--- src/rtl/fam_pkg.sv ---
package fam_pkg;

  typedef struct packed {
    logic neg;
    logic one;
    logic two;
  } bdigit_t;

  // encode a small signed value in [-2,2] as sign/magnitude flags
  function automatic bdigit_t enc_digit(input logic signed [3:0] v);
    bdigit_t d;
    logic [3:0] m;
    m     = (v < 0) ? 4'(-v) : 4'(v);
    d.neg = (v < 0);
    d.one = (m == 4'd1);
    d.two = (m == 4'd2);
    return d;
  endfunction

endpackage

--- src/rtl/fam_sum_recoder.sv ---
module fam_sum_recoder
  import fam_pkg::*;
#(
  parameter int N = 8
) (
  input  logic [N-1:0]              a_i,
  input  logic [N-1:0]              b_i,
  output bdigit_t [N/2:0]           dig_o
);
  localparam int K = N / 2;

  logic [K:0] cin1;  // carry of upper half adder from cell below
  logic [K:0] cin2;  // carry of signed half adder from cell below

  assign cin1[0] = 1'b0;
  assign cin2[0] = 1'b0;

  for (genvar j = 0; j < K - 1; j++) begin : g_cell
    logic hu, cu, s0, cf, s1;
    assign hu = a_i[2*j+1] ^ b_i[2*j+1];
    assign cu = a_i[2*j+1] & b_i[2*j+1];
    assign s0 = a_i[2*j] ^ b_i[2*j] ^ cin1[j];
    assign cf = (a_i[2*j] & b_i[2*j]) | (cin1[j] & (a_i[2*j] | b_i[2*j]));
    // hu + cf = 2*c - s1, with s1 negatively weighted
    assign s1 = hu ^ cf;
    assign cin1[j+1] = cu;
    assign cin2[j+1] = hu | cf;
    // digit = -2*s1 + s0 + cin2
    assign dig_o[j].one = s0 ^ cin2[j];
    assign dig_o[j].two = (s1 & ~s0 & ~cin2[j]) | (~s1 & s0 & cin2[j]);
    assign dig_o[j].neg = s1 & ~(s0 & cin2[j]);
  end

  // top cell: sign bits carry negative weight, value range [-4,4]
  logic signed [3:0] t_top, d_lo, d_hi;

  always_comb begin
    t_top = $signed({3'b000, a_i[N-2]}) + $signed({3'b000, b_i[N-2]})
          + $signed({3'b000, cin1[K-1]}) + $signed({3'b000, cin2[K-1]})
          - $signed({2'b00, a_i[N-1], 1'b0}) - $signed({2'b00, b_i[N-1], 1'b0});
    if (t_top > 4'sd2) begin
      d_lo = t_top - 4'sd4;
      d_hi = 4'sd1;
    end else if (t_top < -4'sd2) begin
      d_lo = t_top + 4'sd4;
      d_hi = -4'sd1;
    end else begin
      d_lo = t_top;
      d_hi = 4'sd0;
    end
  end

  assign dig_o[K-1] = enc_digit(d_lo);
  assign dig_o[K]   = enc_digit(d_hi);

endmodule

--- src/rtl/fam_pp_row.sv ---
module fam_pp_row
  import fam_pkg::*;
#(
  parameter int N = 8
) (
  input  logic [N-1:0] x_i,
  input  bdigit_t      dig_i,
  output logic [N:0]   row_o
);
  // xe[i+1] = x_i, xe[0] = x_{-1} = 0, xe[N+1] = sign extension
  logic [N+1:0] xe;
  assign xe = {x_i[N-1], x_i, 1'b0};

  for (genvar i = 0; i <= N; i++) begin : g_bit
    assign row_o[i] = ((xe[i+1] ^ dig_i.neg) & dig_i.one)
                    | ((xe[i]   ^ dig_i.neg) & dig_i.two);
  end

endmodule

--- src/rtl/fam_csa_sum.sv ---
module fam_csa_sum #(
  parameter int W = 18,
  parameter int R = 7
) (
  input  logic [R-1:0][W-1:0] ops_i,
  output logic [W-1:0]        sum_o
);
  logic [W-1:0] ps [R-1];
  logic [W-1:0] pc [R-1];

  assign ps[0] = ops_i[0];
  assign pc[0] = ops_i[1];

  for (genvar r = 2; r < R; r++) begin : g_csa
    assign ps[r-1] = ps[r-2] ^ pc[r-2] ^ ops_i[r];
    assign pc[r-1] = ((ps[r-2] & pc[r-2]) | (ps[r-2] & ops_i[r])
                    | (pc[r-2] & ops_i[r])) << 1;
  end

  // single carry-propagate adder
  assign sum_o = ps[R-2] + pc[R-2];

endmodule

--- src/rtl/fam_operator.sv ---
module fam_operator
  import fam_pkg::*;
#(
  parameter int N       = 8,
  parameter bit OUT_REG = 1'b1
) (
  input  logic              clk_i,
  input  logic              rst_ni,
  input  logic [N-1:0]      x_i,
  input  logic [N-1:0]      a_i,
  input  logic [N-1:0]      b_i,
  output logic [2*N+1:0]    z_o
);
  localparam int W  = 2 * N + 2;
  localparam int K  = N / 2;
  localparam int ND = K + 1;
  localparam int R  = ND + 2;

  // removes the +2^N bias of each row's inverted top bit
  function automatic logic [W-1:0] corr_f();
    logic [W-1:0] c;
    c = '0;
    for (int j = 0; j < ND; j++) c = c - (W'(1) << (N + 2 * j));
    return c;
  endfunction
  localparam logic [W-1:0] CORR = corr_f();

  bdigit_t [ND-1:0]    dig;
  logic [N:0]          row [ND];
  logic [W-1:0]        sgn;
  logic [R-1:0][W-1:0] ops;
  logic [W-1:0]        prod;

  fam_sum_recoder #(.N(N)) u_rec (
    .a_i   (a_i),
    .b_i   (b_i),
    .dig_o (dig)
  );

  for (genvar j = 0; j < ND; j++) begin : g_row
    fam_pp_row #(.N(N)) u_pp (
      .x_i   (x_i),
      .dig_i (dig[j]),
      .row_o (row[j])
    );
    assign ops[j] = W'({~row[j][N], row[j][N-1:0]}) << (2 * j);
  end

  always_comb begin
    sgn = '0;
    for (int j = 0; j < ND; j++) sgn[2*j] = dig[j].neg;
  end

  assign ops[ND]   = sgn;
  assign ops[ND+1] = CORR;

  fam_csa_sum #(.W(W), .R(R)) u_sum (
    .ops_i (ops),
    .sum_o (prod)
  );

  if (OUT_REG) begin : g_reg
    logic [W-1:0] z_q;
    always_ff @(posedge clk_i or negedge rst_ni) begin
      if (!rst_ni) z_q <= '0;
      else         z_q <= prod;
    end
    assign z_o = z_q;
  end else begin : g_comb
    assign z_o = prod;
  end

  // ---------------- assertions ----------------
  logic signed [W-1:0] ab_ext, ref_w;
  logic [W-1:0]        rec_val;
  logic                armed;

  always_comb begin
    ab_ext = $signed({{(W-N){a_i[N-1]}}, a_i}) + $signed({{(W-N){b_i[N-1]}}, b_i});
    ref_w  = $signed({{(W-N){x_i[N-1]}}, x_i}) * ab_ext;
    rec_val = '0;
    for (int j = 0; j < ND; j++) begin
      if (dig[j].neg) rec_val = rec_val - (W'({dig[j].two, dig[j].one}) << (2 * j));
      else            rec_val = rec_val + (W'({dig[j].two, dig[j].one}) << (2 * j));
    end
  end

  always_ff @(posedge clk_i or negedge rst_ni) begin
    if (!rst_ni) armed <= 1'b0;
    else         armed <= 1'b1;
  end

  for (genvar j = 0; j < ND; j++) begin : g_dchk

    digit_enc_chk: assert property (@(posedge clk_i) disable iff (!rst_ni)
      $onehot0({dig[j].one, dig[j].two}) && (!dig[j].neg || dig[j].one || dig[j].two));
  end


  recode_sum_chk: assert property (@(posedge clk_i) disable iff (!rst_ni)
    rec_val == ab_ext);


  top_digit_chk: assert property (@(posedge clk_i) disable iff (!rst_ni)
    !dig[ND-1].two);

  if (OUT_REG) begin : g_pchk

    product_chk: assert property (@(posedge clk_i) disable iff (!rst_ni)
      armed |-> (z_o == $past(ref_w)));
  end else begin : g_cchk

    product_chk: assert property (@(posedge clk_i) disable iff (!rst_ni)
      z_o == ref_w);
  end

endmodule

--- config.mk ---
export PLATFORM = sky130hd
export DESIGN_NAME = fam_operator
export DESIGN_NICKNAME = d
export VERILOG_FILES = /design/src/rtl/fam_pkg.sv /design/src/rtl/fam_sum_recoder.sv /design/src/rtl/fam_pp_row.sv /design/src/rtl/fam_csa_sum.sv /design/src/rtl/fam_operator.sv
export SDC_FILE = /design/constraint.sdc
export NUM_CORES = 1
export LEC_CHECK = 0
export BUFFER_PORTS_ARGS = -buffer_cell sky130_fd_sc_hd__buf_2
export CORE_ASPECT_RATIO = 0.75
export CORE_UTILIZATION = 40
export DETAILED_ROUTE_END_ITERATION = 10
export PLACE_DENSITY = 0.63
export SYNTH_ARGS = -nofsm -noshare
export SYNTH_HDL_FRONTEND = slang
export SYNTH_HIERARCHICAL = 1
export SYNTH_SLANG_ARGS = --single-unit
--- constraint.sdc ---
create_clock -name clk_i -period 0.8 [get_ports clk_i]
set_input_delay 0 -clock clk_i [delete_from_list [all_inputs] [get_ports clk_i]]
set_output_delay 0 -clock clk_i [all_outputs]
set_load 0.01 [all_outputs]
## Yosys cells after proc, flatten, opt, wreduce, memory -nomap -nowiden

Cells that the tools add are included.

| storage, ports and cells | value |
|---|---|
| flip-flop bits (word level) | 18 |
| input bits | 26 |
| output and inout port bits | 18 |
| word-level logic and storage cells | 285 |

| operators by class | value |
|---|---|
| add/subtract/negate cells | 10 |
| order comparisons | 4 |
| eq/ne operators | 4 |
| mux-type cells | 6 |
| bitwise gates (word level) | 260 |

Operator list:

| operator | count |
|---|---|
| $or 17x17->17 | 7 |
| $and 1x1->1 | 106 |
| $and 17x17->17 | 6 |
| $xor 18x18->18 | 4 |
| $or 1x1->1 | 54 |
| $xor 1x1->1 | 53 |
| $and 17x15->17 | 2 |
| $and 17x9->17 | 2 |
| $or 17x16->17 | 2 |
| $mux 4 | 6 |
| $add 18x18->18 | 1 |
| $xor 18x15->18 | 1 |
| $xor 18x17->18 | 1 |
| $xor 18x9->18 | 1 |
| $or 17x13->17 | 1 |
| $not 1->1 | 14 |
| $and 11x13->13 | 1 |
| $and 9x13->13 | 1 |
| $xor 11x13->13 | 1 |
| $and 9x11->11 | 1 |
| $xor 9x11->11 | 1 |
| $add 4x2->4 | 2 |
| $eq 4x1->1 const B | 2 |
| $eq 4x2->1 const B | 2 |
| other kinds (9) | 12 |

## Logic depth before layout (Yosys ltp)

| depth | value |
|---|---|
| word-level depth | 29 |
| depth in mapped cells | 33 |
| mapped depth without buffers | 31 |

## Hierarchy

The synthesis kept the hierarchy.

By module, submodules not included:

| module | times used | cells an instance | area each (µm²) | seq. area each (µm²) |
|---|---|---|---|---|
| fam_csa_sum | 1 | 300 | 2969.1 | 0.0 |
| fam_pp_row | 5 | 39 | 285.3 | 0.0 |
| fam_sum_recoder | 1 | 89 | 714.4 | 0.0 |
| fam_operator | 1 | 25 | 476.7 | 450.4 |

## Worst setup path after synthesis

OpenSTA, ideal clock, no wires.

| path | value |
|---|---|
| kind | input port to flip-flop |
| start | input a_i[3] |
| end | register g_reg.z_q[14] (netlist: z_o[14]) |
| setup time | 0.142 ns |
| data arrival time | 7.244 ns |
| path slack | -6.586 ns |
| stages | 30 |
| path buffers | 0 |
| cells stage by stage | ha_1 fa_1 inv_1 ha_1 fa_1 inv_1 ha_1 fa_1 xnor2_2 inv_2 ha_1 and2b_2 mux2i_1 a21oi_1 or2_4 o32ai_2 or2b_1 a31oi_1 fa_1 fa_1 inv_1 fa_1 fa_1 inv_1 ha_1 a211o_1 a21o_1 a21o_1 a221oi_1 o311ai_1 |

RTL lines:

| what | line | source |
|---|---|---|
| from (decl) | fam_operator.sv:10 | `input logic [N-1:0] a_i,` |
| to (signal assigned) | fam_operator.sv:66 | `else z_q <= prod;` |
| to (decl) | fam_operator.sv:63 | `logic [W-1:0] z_q;` |

==> impl_metrics.ini <==
[placement]
gp_congestion = 0.879
dpl_worst_slack_ps = -6370
dp_cells = 984
io_buffer_count = 43
hpwlAfterDp_um = 10200

[clock_network]
cts_buffer_depth = 2
clkTransAtPathRegs_ps = 50
h-tree-depth = 1
numCtsBuffers = 3
cts_tree = built
cts-root-buf = clkbuf_16
clock_sinks = 18

[sta]
fin_crit_ps = 6930
fin_crit_sh = 8.67
setup_ws_ps = -6130
slew_violations = 0
setup_violations = 18
max_freq_mhz = 144
rsz0062_at_grt = true
fin_hold_ws_ps = 220
final_hold_viol_count = 0

[layout]
nFillCells = 1139
n_antenna_cell = 0
drive_gt1_frac = 0.340
nNetsFinal = 985
largest_reg_flops = 18
fin_cells = 1006
syn2layout_area_growth_pct = 42.0

[route]
via_per_inst = 4.96
ant_nets = 0
drt_iter0_markers = 212
vias = 4985
dr.pass1.iters = 7
wl_per_cell_um = 12.7
routed_wl_um = 12800
drc = 6

[floorplanning]
core-area_mm2 = 0.0133
io_pins = 44
dieArea_mm2 = 0.0144
initial_core_util = 0.420
row_count = 36
fp.dieH_um = 104
die_w_um = 138

[synthesis]
ys_warn_count = 6
async_flop_share = 1.00
ys_ff_latch = 18
syn_area_per_cell_um2 = 9.17
synthCells = 609
synth_edf_count = 0
ys.flop_type = dfrtp_1
synth.distinct_cells = 61
netlist_area_mm2 = 0.00559
netlist.area_leader.share = 0.312
yosysTopAreaCell = fa_1
ys_seq_area_frac = 0.0806
synth_area_leaders = fa_1, dfrtp_1, or2b_1, inv_1, ha_1

[worst_setup_path]
cp_slowest_cell = fa_1
path_class = input port to register
crit_start = a_i[3]
critPathMaxStageDelay_ps = 530
crit_top_cell = fa_1
worstPathMaxFanout = 5
cp_data_arrival_time_ps = 7100
critPathCaptureType = register
start_kind = input port
cp.required_ps = 970

[global_routing]
gr-total-overflow = 0
grt_use_total = 0.191
grt_pass1_vias = 5289
antenna_found_initial = 0
grt_first_pass_wirelength_um = 23100
grt_max_degree = 19

[status]
status = finished with violations
violations = DRC, setup timing

[hold_path]
min_path_type = input port to asynchronous set/reset pin

[job]
maxCapViolCount = 0
timing repair:
action                     CTS  global route
buffers inserted            12             6
pin swaps                   49            18
resized for setup           72            29
setup endpoints to repair   18            18
cloned                       2             0
hold buffers                 1             0
hold endpoints to repair    18             0
Yosys cell counts, types with 4 or more instances:
master and n:
fa_1 87, nor2b_1 11, o21ai_0 19, xnor2_1 27
nand2_1 17, or2b_1 60, buf_6 16, nand2b_1 11
buf_4 8, a21oi_1 12, inv_1 117, a221oi_1 36
a31oi_1 37, a21o_1 8, ha_1 35, nor2_1 23
o211ai_1 4, dfrtp_1 18, nor3_1 6, o21a_1 6
cell families (layout without fill, tap and decap cells):
kind of cell    after synthesis  after routing  share of synthesized area
simple gates                147            148                      0.163
compound gates              143            144                      0.185
fa+ha+maj                   122            122                      0.390
buf+inv                     144            294                      0.124
flops                        18             18                     0.0806
mux                           1              1                    0.00179
xor+xnor                     31             31                     0.0526
other cells                   3             77                    0.00202
layer usage:
layer,vias to the layer above,track usage,share of wire
met3,13,0.0276,0.038
met1,2464,0.248,0.46
li1,2420,-,-
met4,0,0.0281,0.010
met5,-,0,0
met2,88,0.344,0.50
per-stage QoR:
| stage | cell area, um^2 | setup TNS [ps] | util |
|---|---|---|---|
| global placement | 7240 | -95200 | 0.545 |
| global route | 7930 | -95130 | 0.597 |
| CTS | 7780 | -90130 | 0.585 |
| floorplan | 6220 | -88840 | - |
| finish | 7930 | -91000 | 0.597 |
| detailed placement | 7240 | -96370 | 0.545 |
layout make-up:
cell class,instances,area [um^2],area share
inverter,118,443,0.0558
tap,171,214,0.0270
multi-input combinational,523,5440,0.685
sequential,18,450,0.0568
clock buffer,3,75.1,0.00946
timing repair buffer,173,1320,0.166
layout by cell type, fill, tap and decap left out, types with 3 or more instances in the layout:
cell,n
buf_4,109
inv_1,103
fa_1,83
conb_1,77
or2b_1,60
buf_2,39
a31oi_1,30
a221oi_1,26
xnor2_1,26
buf_6,21
ha_4,20
nor2_1,19
dfrtp_1,18
nand2_1,16
inv_2,15
ha_1,14
nand2b_1,10
a21o_1,8
a221oi_2,7
o21ai_2,7
a21oi_1,7
o21ai_0,6
o21ai_1,6
o21a_1,6
nor2b_1,5
nor2b_4,5
a21oi_2,5
a31oi_4,4
nor2_4,4
o211ai_1,4
nor3_1,4
fa_2,4
clkbuf_16,3
a221oi_4,3
a31oi_2,3
nor3_2,3
nand3_1,3
critical path: cells and delay by family:
family          cells  cell delay, ps
fa+ha+maj          12            4020
compound gates      6            1190
simple gates        4             860
buf+inv             7             640
mux                 1             230
xor+xnor            1             140
how the worst max path moves through the flow:
stage	endpoint	slack (ps)	cells after the start
2_1_floorplan	z_o[14]	-5990	29
3_3_place_gp	z_o[14]	-6270	30
3_5_place_dp	z_o[14]	-6370	30
4_1_cts	z_o[14]	-6050	30
5_1_grt	z_o[14]	-6420	30
6_report	z_o[12]	-6130	31
Power is left out: the tool's default activity adds up to more than one toggle a clock period on the data nets, which glitch-free logic cannot reach.
